==> src/rtl/pirq_pkg.sv <==
package pirq_pkg;

  localparam int PINS_PER_SLOT = 4;
  localparam int IRQ_NUM_BASE  = 32;

  // Fixed slot swizzle; returns -1 when a pin reaches no internal line.
  function automatic int route_line(input int slot, input int pin);
    int ln;
    ln = -1;
    if (slot == 5) begin
      ln = pin % PINS_PER_SLOT;
    end else if (slot == 6) begin
      ln = 4;
    end else if (slot == 7) begin
      ln = 5;
    end else if (slot >= 8 && slot <= 12) begin
      ln = (slot - 8 + pin) + 6;
    end
    return ln;
  endfunction

endpackage

==> src/rtl/pirq_change_det.sv <==
module pirq_change_det #(
  parameter int NUM_IN = 64
) (
  input  logic              clk,
  input  logic              rst_n,
  input  logic [NUM_IN-1:0] lvl,
  output logic [NUM_IN-1:0] evt
);

  logic [NUM_IN-1:0] prev_q;
  logic [NUM_IN-1:0] prev_d;
  logic              prev_en;

  always_comb begin
    prev_en = 1'b1;
    prev_d  = lvl;
    evt     = lvl ^ prev_q;
  end

  always_ff @(posedge clk or negedge rst_n) begin
    if (!rst_n) begin
      prev_q <= '0;
    end else if (prev_en) begin
      prev_q <= prev_d;
    end
  end

  // a level held across two cycles yields no event
  a_r2_stable_no_event: assert property (@(posedge clk) disable iff (!rst_n)
    (lvl == $past(lvl)) |-> (evt == '0));

endmodule

==> src/rtl/pirq_slot_map.sv <==
module pirq_slot_map #(
  parameter int NUM_SLOTS = 16,
  parameter int NUM_LINES = 32
) (
  input  logic                          clk,
  input  logic                          rst_n,
  input  logic [NUM_SLOTS*pirq_pkg::PINS_PER_SLOT-1:0] pin_evt,
  output logic [NUM_LINES-1:0]          line_evt
);

  localparam int PPS    = pirq_pkg::PINS_PER_SLOT;
  localparam int NUM_IN = NUM_SLOTS * PPS;

  logic [NUM_LINES-1:0] contrib [NUM_IN];

  for (genvar g = 0; g < NUM_IN; g++) begin : g_pin
    localparam int LN = pirq_pkg::route_line(g / PPS, g % PPS);
    if (LN >= 0 && LN < NUM_LINES) begin : g_routed
      assign contrib[g] = {{(NUM_LINES-1){1'b0}}, pin_evt[g]} << LN;
    end else begin : g_dropped
      assign contrib[g] = '0;
    end
  end

  always_comb begin
    line_evt = '0;
    for (int i = 0; i < NUM_IN; i++) begin
      line_evt = line_evt | contrib[i];
    end
  end

  // without any pin event no line can be hit
  a_r6_quiet_lines: assert property (@(posedge clk) disable iff (!rst_n)
    (pin_evt == '0) |-> (line_evt == '0));

endmodule

==> src/rtl/pirq_prio_pick.sv <==
module pirq_prio_pick #(
  parameter int NUM_LINES = 32,
  localparam int LW = $clog2(NUM_LINES)
) (
  input  logic                 clk,
  input  logic                 rst_n,
  input  logic [NUM_LINES-1:0] line_evt,
  output logic                 win_vld,
  output logic [LW-1:0]        win_idx
);

  localparam logic [NUM_LINES-1:0] ONE = 1;

  always_comb begin
    win_vld = 1'b0;
    win_idx = '0;
    for (int l = NUM_LINES - 1; l >= 0; l--) begin
      if (line_evt[l]) begin
        win_vld = 1'b1;
        win_idx = LW'(l);
      end
    end
  end

  // any hit line yields a winner, the winner is hit, nothing below it is
  a_r10_winner_present: assert property (@(posedge clk) disable iff (!rst_n)
    (line_evt != '0) |-> win_vld);
  a_r10_winner_hit: assert property (@(posedge clk) disable iff (!rst_n)
    win_vld |-> line_evt[win_idx]);
  a_r10_lowest_wins: assert property (@(posedge clk) disable iff (!rst_n)
    win_vld |-> ((line_evt & ((ONE << win_idx) - ONE)) == '0));

endmodule

==> src/rtl/pirq_out_ctl.sv <==
module pirq_out_ctl #(
  parameter int NUM_LINES = 32,
  localparam int LW = $clog2(NUM_LINES)
) (
  input  logic                 clk,
  input  logic                 rst_n,
  input  logic                 win_vld,
  input  logic [LW-1:0]        win_idx,
  input  logic [NUM_LINES-1:0] edge_sel,
  input  logic [NUM_LINES-1:0] pol_sel,
  output logic                 irq
);

  logic irq_q, irq_d;
  logic pulse_q, pulse_d;
  logic upd_en;
  logic win_edge, win_pol;

  always_comb begin
    win_edge = edge_sel[win_idx];
    win_pol  = pol_sel[win_idx];
    irq_d    = irq_q;
    pulse_d  = pulse_q;
    if (win_vld) begin
      pulse_d = win_edge;
      irq_d   = win_edge | win_pol;
    end else if (pulse_q) begin
      pulse_d = 1'b0;
      irq_d   = 1'b0;
    end
    upd_en = win_vld | pulse_q;
  end

  always_ff @(posedge clk or negedge rst_n) begin
    if (!rst_n) begin
      irq_q   <= 1'b0;
      pulse_q <= 1'b0;
    end else if (upd_en) begin
      irq_q   <= irq_d;
      pulse_q <= pulse_d;
    end
  end

  assign irq = irq_q;

  // pulse rises after an edge-mode win and drops one cycle later
  a_r7_pulse_rise: assert property (@(posedge clk) disable iff (!rst_n)
    (win_vld && edge_sel[win_idx]) |=> irq_q);
  a_r7_pulse_end: assert property (@(posedge clk) disable iff (!rst_n)
    (pulse_q && !win_vld) |=> !irq_q);
  // level win with polarity 1 raises
  a_r8_level_raise: assert property (@(posedge clk) disable iff (!rst_n)
    (win_vld && !edge_sel[win_idx] && pol_sel[win_idx]) |=> (irq_q && !pulse_q));
  // level win with polarity 0 lowers
  a_r9_level_lower: assert property (@(posedge clk) disable iff (!rst_n)
    (win_vld && !edge_sel[win_idx] && !pol_sel[win_idx]) |=> !irq_q);
  // a level value holds while nothing happens
  a_r8_level_hold: assert property (@(posedge clk) disable iff (!rst_n)
    (!win_vld && !pulse_q) |=> $stable(irq_q));

endmodule

==> src/rtl/pci_intx_router.sv <==
module pci_intx_router #(
  parameter int NUM_SLOTS = 16,
  parameter int NUM_LINES = 32
) (
  input  logic                                     clk,
  input  logic                                     rst_n,
  input  logic [NUM_SLOTS*pirq_pkg::PINS_PER_SLOT-1:0] intx_lvl,
  input  logic [NUM_LINES-1:0]                     edge_sel,
  input  logic [NUM_LINES-1:0]                     pol_sel,
  output logic                                     cpu_irq
);

  localparam int NUM_IN = NUM_SLOTS * pirq_pkg::PINS_PER_SLOT;
  localparam int LW     = $clog2(NUM_LINES);

  // reset: asserted asynchronously, released on the clock
  logic rst_meta_q, rst_sync_q;

  always_ff @(posedge clk or negedge rst_n) begin
    if (!rst_n) begin
      rst_meta_q <= 1'b0;
      rst_sync_q <= 1'b0;
    end else begin
      rst_meta_q <= 1'b1;
      rst_sync_q <= rst_meta_q;
    end
  end

  logic [NUM_IN-1:0]    pin_evt;
  logic [NUM_LINES-1:0] line_evt;
  logic                 win_vld;
  logic [LW-1:0]        win_idx;

  pirq_change_det #(.NUM_IN(NUM_IN)) u_det (
    .clk   (clk),
    .rst_n (rst_sync_q),
    .lvl   (intx_lvl),
    .evt   (pin_evt)
  );

  pirq_slot_map #(.NUM_SLOTS(NUM_SLOTS), .NUM_LINES(NUM_LINES)) u_map (
    .clk      (clk),
    .rst_n    (rst_sync_q),
    .pin_evt  (pin_evt),
    .line_evt (line_evt)
  );

  pirq_prio_pick #(.NUM_LINES(NUM_LINES)) u_pick (
    .clk      (clk),
    .rst_n    (rst_sync_q),
    .line_evt (line_evt),
    .win_vld  (win_vld),
    .win_idx  (win_idx)
  );

  pirq_out_ctl #(.NUM_LINES(NUM_LINES)) u_out (
    .clk      (clk),
    .rst_n    (rst_sync_q),
    .win_vld  (win_vld),
    .win_idx  (win_idx),
    .edge_sel (edge_sel),
    .pol_sel  (pol_sel),
    .irq      (cpu_irq)
  );

  // output is low while the internal reset is held
  a_r1_reset_low: assert property (@(posedge clk)
    (!rst_sync_q && !$isunknown(rst_sync_q)) |-> !cpu_irq);

endmodule

==> config.mk <==
export PLATFORM = sky130hd
export DESIGN_NAME = pci_intx_router
export DESIGN_NICKNAME = d
export VERILOG_FILES = /design/src/rtl/pirq_pkg.sv /design/src/rtl/pirq_change_det.sv /design/src/rtl/pirq_slot_map.sv /design/src/rtl/pirq_prio_pick.sv /design/src/rtl/pirq_out_ctl.sv /design/src/rtl/pci_intx_router.sv
export SDC_FILE = /design/constraint.sdc
export NUM_CORES = 1
export LEC_CHECK = 0
export CAP_MARGIN = 20
export CORE_AREA = 2 2 87 89
export DETAILED_ROUTE_END_ITERATION = 16
export DIE_AREA = 0 0 89 91
export DONT_BUFFER_PORTS = 1
export GPL_ROUTABILITY_DRIVEN = 0
export PLACE_DENSITY = 0.43
export REMOVE_ABC_BUFFERS = 1
export SLEW_MARGIN = 20
export SYNTH_ARGS = -nofsm -noshare
export SYNTH_HDL_FRONTEND = slang
export SYNTH_SLANG_ARGS = --single-unit
==> constraint.sdc <==
create_clock -name clk -period 1.8 [get_ports clk]
set_clock_uncertainty 0.1 [all_clocks]
set_input_delay 0.27 -clock clk [delete_from_list [all_inputs] [get_ports clk]]
set_output_delay 0.27 -clock clk [all_outputs]
set_load 0.05 [all_outputs]
==> flow_summary_export.csv <==
group,metric,value,unit
final_layout,finalNetCount,343,
sta,rsz0062_at_grt,"true",
floorplanning,die_w,89,µm
outcome,status,"finished, violations left",
yosys,ys_types,38,
clock_network,clk_latency,0.28,ns
critical_path,path_buf_inv,2,
yosys,syn_area,1760,µm²
floorplanning,dieArea,8100,µm²
critical_path,cp.required,1.85,ns
final_layout,area_delta_synth_final,53.9,%
critical_path,cp-end-kind,"register",
yosys,yosysWarnings,0,
global_routing,grt_pass1_wl,7.00,mm
pwr,switching_power,0.484,mW
floorplanning,start_util,24.6,%
sta,min_period_over_period,161,%
route,routed_wl,4.39,mm
route,vias,1345,
sta,setup_viol,2,
pwr,p_total,1.95,mW
final_layout,fin_util,37.9,%
pwr,leakagePower,1.14,nW
placement,port_buffers,0,
final_layout,final_common_cell,"dfrtp_1",
clock_network,clk_pin_slew_worst_paths,0.07,ns
yosys,avgSynthCellArea,12.5,µm²
yosys,yosys.area.top_type_share,51.3,%
critical_path,critPathLaunchType,"register",
yosys,synth_edf_count,0,
sta,setup_slack,-1.10,ns
min_path,holdCritPathClass,"input pin to asynchronous set/reset pin",
run,drv_cap,0,
clock_network,cts_tree,"done",
pwr,p_int,1.46,mW
critical_path,worstPathArrival,2.95,ns
clock_network,htreeDepth,2,
critical_path,cp_max_fo,4,
route,via_per_inst,4.31,
sta,slew_viol_final,0,
floorplanning,die_h,91,µm
route,drt_iter0_drc,20,
yosys,yosys.area.top_type,"dfrtp_1",
route,dr.pass1.iters,4,
sta,fmax,0.345,GHz
final_layout,diodes,0,
pwr,power_frac_seq,45.5,%
route,drtAntennaViolNets,0,
final_layout,regArea,901,µm²
clock_network,cts_buffer_depth,2,
floorplanning,rows,31,
sta,slew_headroom,54.5,%
pwr,irDropWorstVdd,0.467,mV
global_routing,grtUsageTotal,11.3,%
final_layout,multiInputGateArea,960,µm²
sta,finalHoldViolations,0,
yosys,seq_area_frac_synth,51.3,%
sta,finalCriticalPeriod,2.90,ns
pwr,power.share.combinational,23.4,%
global_routing,overflow,0,
final_layout,fillers,714,
clock_network,cts.sink_count,36,
yosys,ys_top_cells_by_area,"dfrtp_1, xor2_1, mux2i_1, xnor2_1, nand4_1",
global_routing,grt_start_max_net_pins,21,
critical_path,path_cells,"xor2_1 > nor4_2 > buf_4 > nand3_1 > a41oi_4 > o31ai_4 > buf_4 > a2111oi_2 > o41ai_2 > or4b_1",
route,wl_per_cell,14.1,µm
sta,tns,-1.92,ns
sta,worst_pin_slew,0.683,ns
pwr,swShare,24.9,%
outcome,violations,"setup timing",
final_layout,drive_above_1_share,29.6,%
clock_network,numCtsBuffers,5,
global_routing,antenna_found_initial,0,
pwr,pwr-share-clk,31.1,%
critical_path,slowest_stage,"or4b_1",
critical_path,slowest_delay,0.48,ns
global_routing,grt_pass1_vias,1502,
pwr,p_per_area,721,nW/µm²
final_layout,mostFrequentLayoutCells,"dfrtp_1, dlygate4sd3_1, buf_4, xor2_1, mux2i_1",
yosys,synth_cells,140,
floorplanning,io_pins,131,
critical_path,critPathTopFamily,"simple AND/OR/NAND/NOR gates",
route,post-route-drc-count,0,
yosys,ys_ff_latch,36,
floorplanning,core-area,7140,µm²
yosys,async_flop_share,100,%
yosys,ys.flop_type,"dfrtp_1",
critical_path,cp_common_cell,"buf_4",
placement,dp_hpwl,3.23,mm
critical_path,criticalPathCategory,"register to register",
clock_network,clock-root-buffer,"clkbuf_8",
metal layers:
metal | global-route usage, % | share of wire, %
met1 | 13.6 | 42
met2 | 19.0 | 49
met5 | 0 | 0
met3 | 3.73 | 8.2
met4 | 3.36 | 1.3
per-stage QoR:
step,setup slack (ns),hold slack (ns),std cells,instance area [µm²]
after floorplan,-1.23,-0.126,139,1750
after global placement,-1.11,-0.126,266,2090
after detailed placement,-1.20,-0.126,266,2090
after CTS,-1.10,0.110,310,2650
after global routing,-1.23,0.104,312,2700
final,-1.10,0.116,312,2700
worst register-to-register path, cell delays in order (launching register included):
cell and delay [ns]:
dfrtp_1 0.38, xor2_1 0.15, nor4_2 0.31, buf_4 0.18
nand3_1 0.11, a41oi_4 0.26, o31ai_4 0.13, buf_4 0.15
a2111oi_2 0.36, o41ai_2 0.15, or4b_1 0.48
power by group through the flow:
stage | combinational [mW] | sequential, mW | clock [mW]
6_report | 0.456 | 0.886 | 0.606
5_1_grt | 0.496 | 0.891 | 0.673
4_1_cts | 0.448 | 0.884 | 0.635
3_5_place_dp | 0.342 | 0.900 | 0
3_3_place_gp | 0.336 | 0.899 | 0
2_1_floorplan | 0.196 | 0.914 | 0
registers in the layout, summed over array words and instances (netlist names):
signal	count
rst_meta_q	1
rst_sync_q	1
u_det.prev_q	32
u_out.irq	1
u_out.pulse_q	1
worst paths after layout:
kind / from / end / slack [ns] / cells past startpoint
hold reg to reg: rst_sync_q / u_det.prev_q[41] / 0.19 / 0
min in group clk: rst_meta_q / rst_sync_q / 0.25 / 0
hold / removal: rst_n / rst_meta_q / 0.12 / 1
setup / recovery: u_det.prev_q[24] / u_out.irq / -1.10 / 10
max in group asynchronous: rst_sync_q / u_det.prev_q[36] / 0.88 / 1
setup reg to reg: u_det.prev_q[24] / u_out.irq / -1.10 / 10
area by class of cell:
cell class / instances / share of cell area [%]
tap: 99 / 4.59
inverter: 2 / 0.278
timing repair buffer: 67 / 22.7
multi-input combinational: 101 / 35.5
sequential: 36 / 33.3
clock buffer: 7 / 3.57
synthesized netlist by cell type (2+ instances only):
library cell	n
xor2_1	18
nand2b_1	4
dfrtp_1	36
mux2i_1	14
nor2b_1	4
nand2_1	4
xnor2_1	14
mux2_2	2
inv_1	2
and3_1	2
o211ai_1	3
nand4_1	5
nand3_1	3
nor2_1	4
nor3_1	2
repair_timing:
item / in CTS / in global routing
hold endpoints to repair: 34 / 0
endpoints found under the setup margin: 2 / 2
gates cloned: 1 / 0
resized for setup: 19 / 5
buffers inserted: 4 / 2
hold buffers: 33 / 0
pin swaps: 17 / 6
kinds of logic (layout without fill, tap and decap cells):
group                     Yosys count  count (layout)  share of synthesized area (%)
AOI/OAI and AO/OA                  15              15                           8.20
xor gates and xnor gates           33              33                           16.9
buffers and inverters               3              76                          0.856
DFF                                36              36                           51.3
muxes                              16              16                           9.27
other                               1               1                          0.214
and+or+nand+nor                    36              36                           13.3
(Power assumes the default switching activity.)
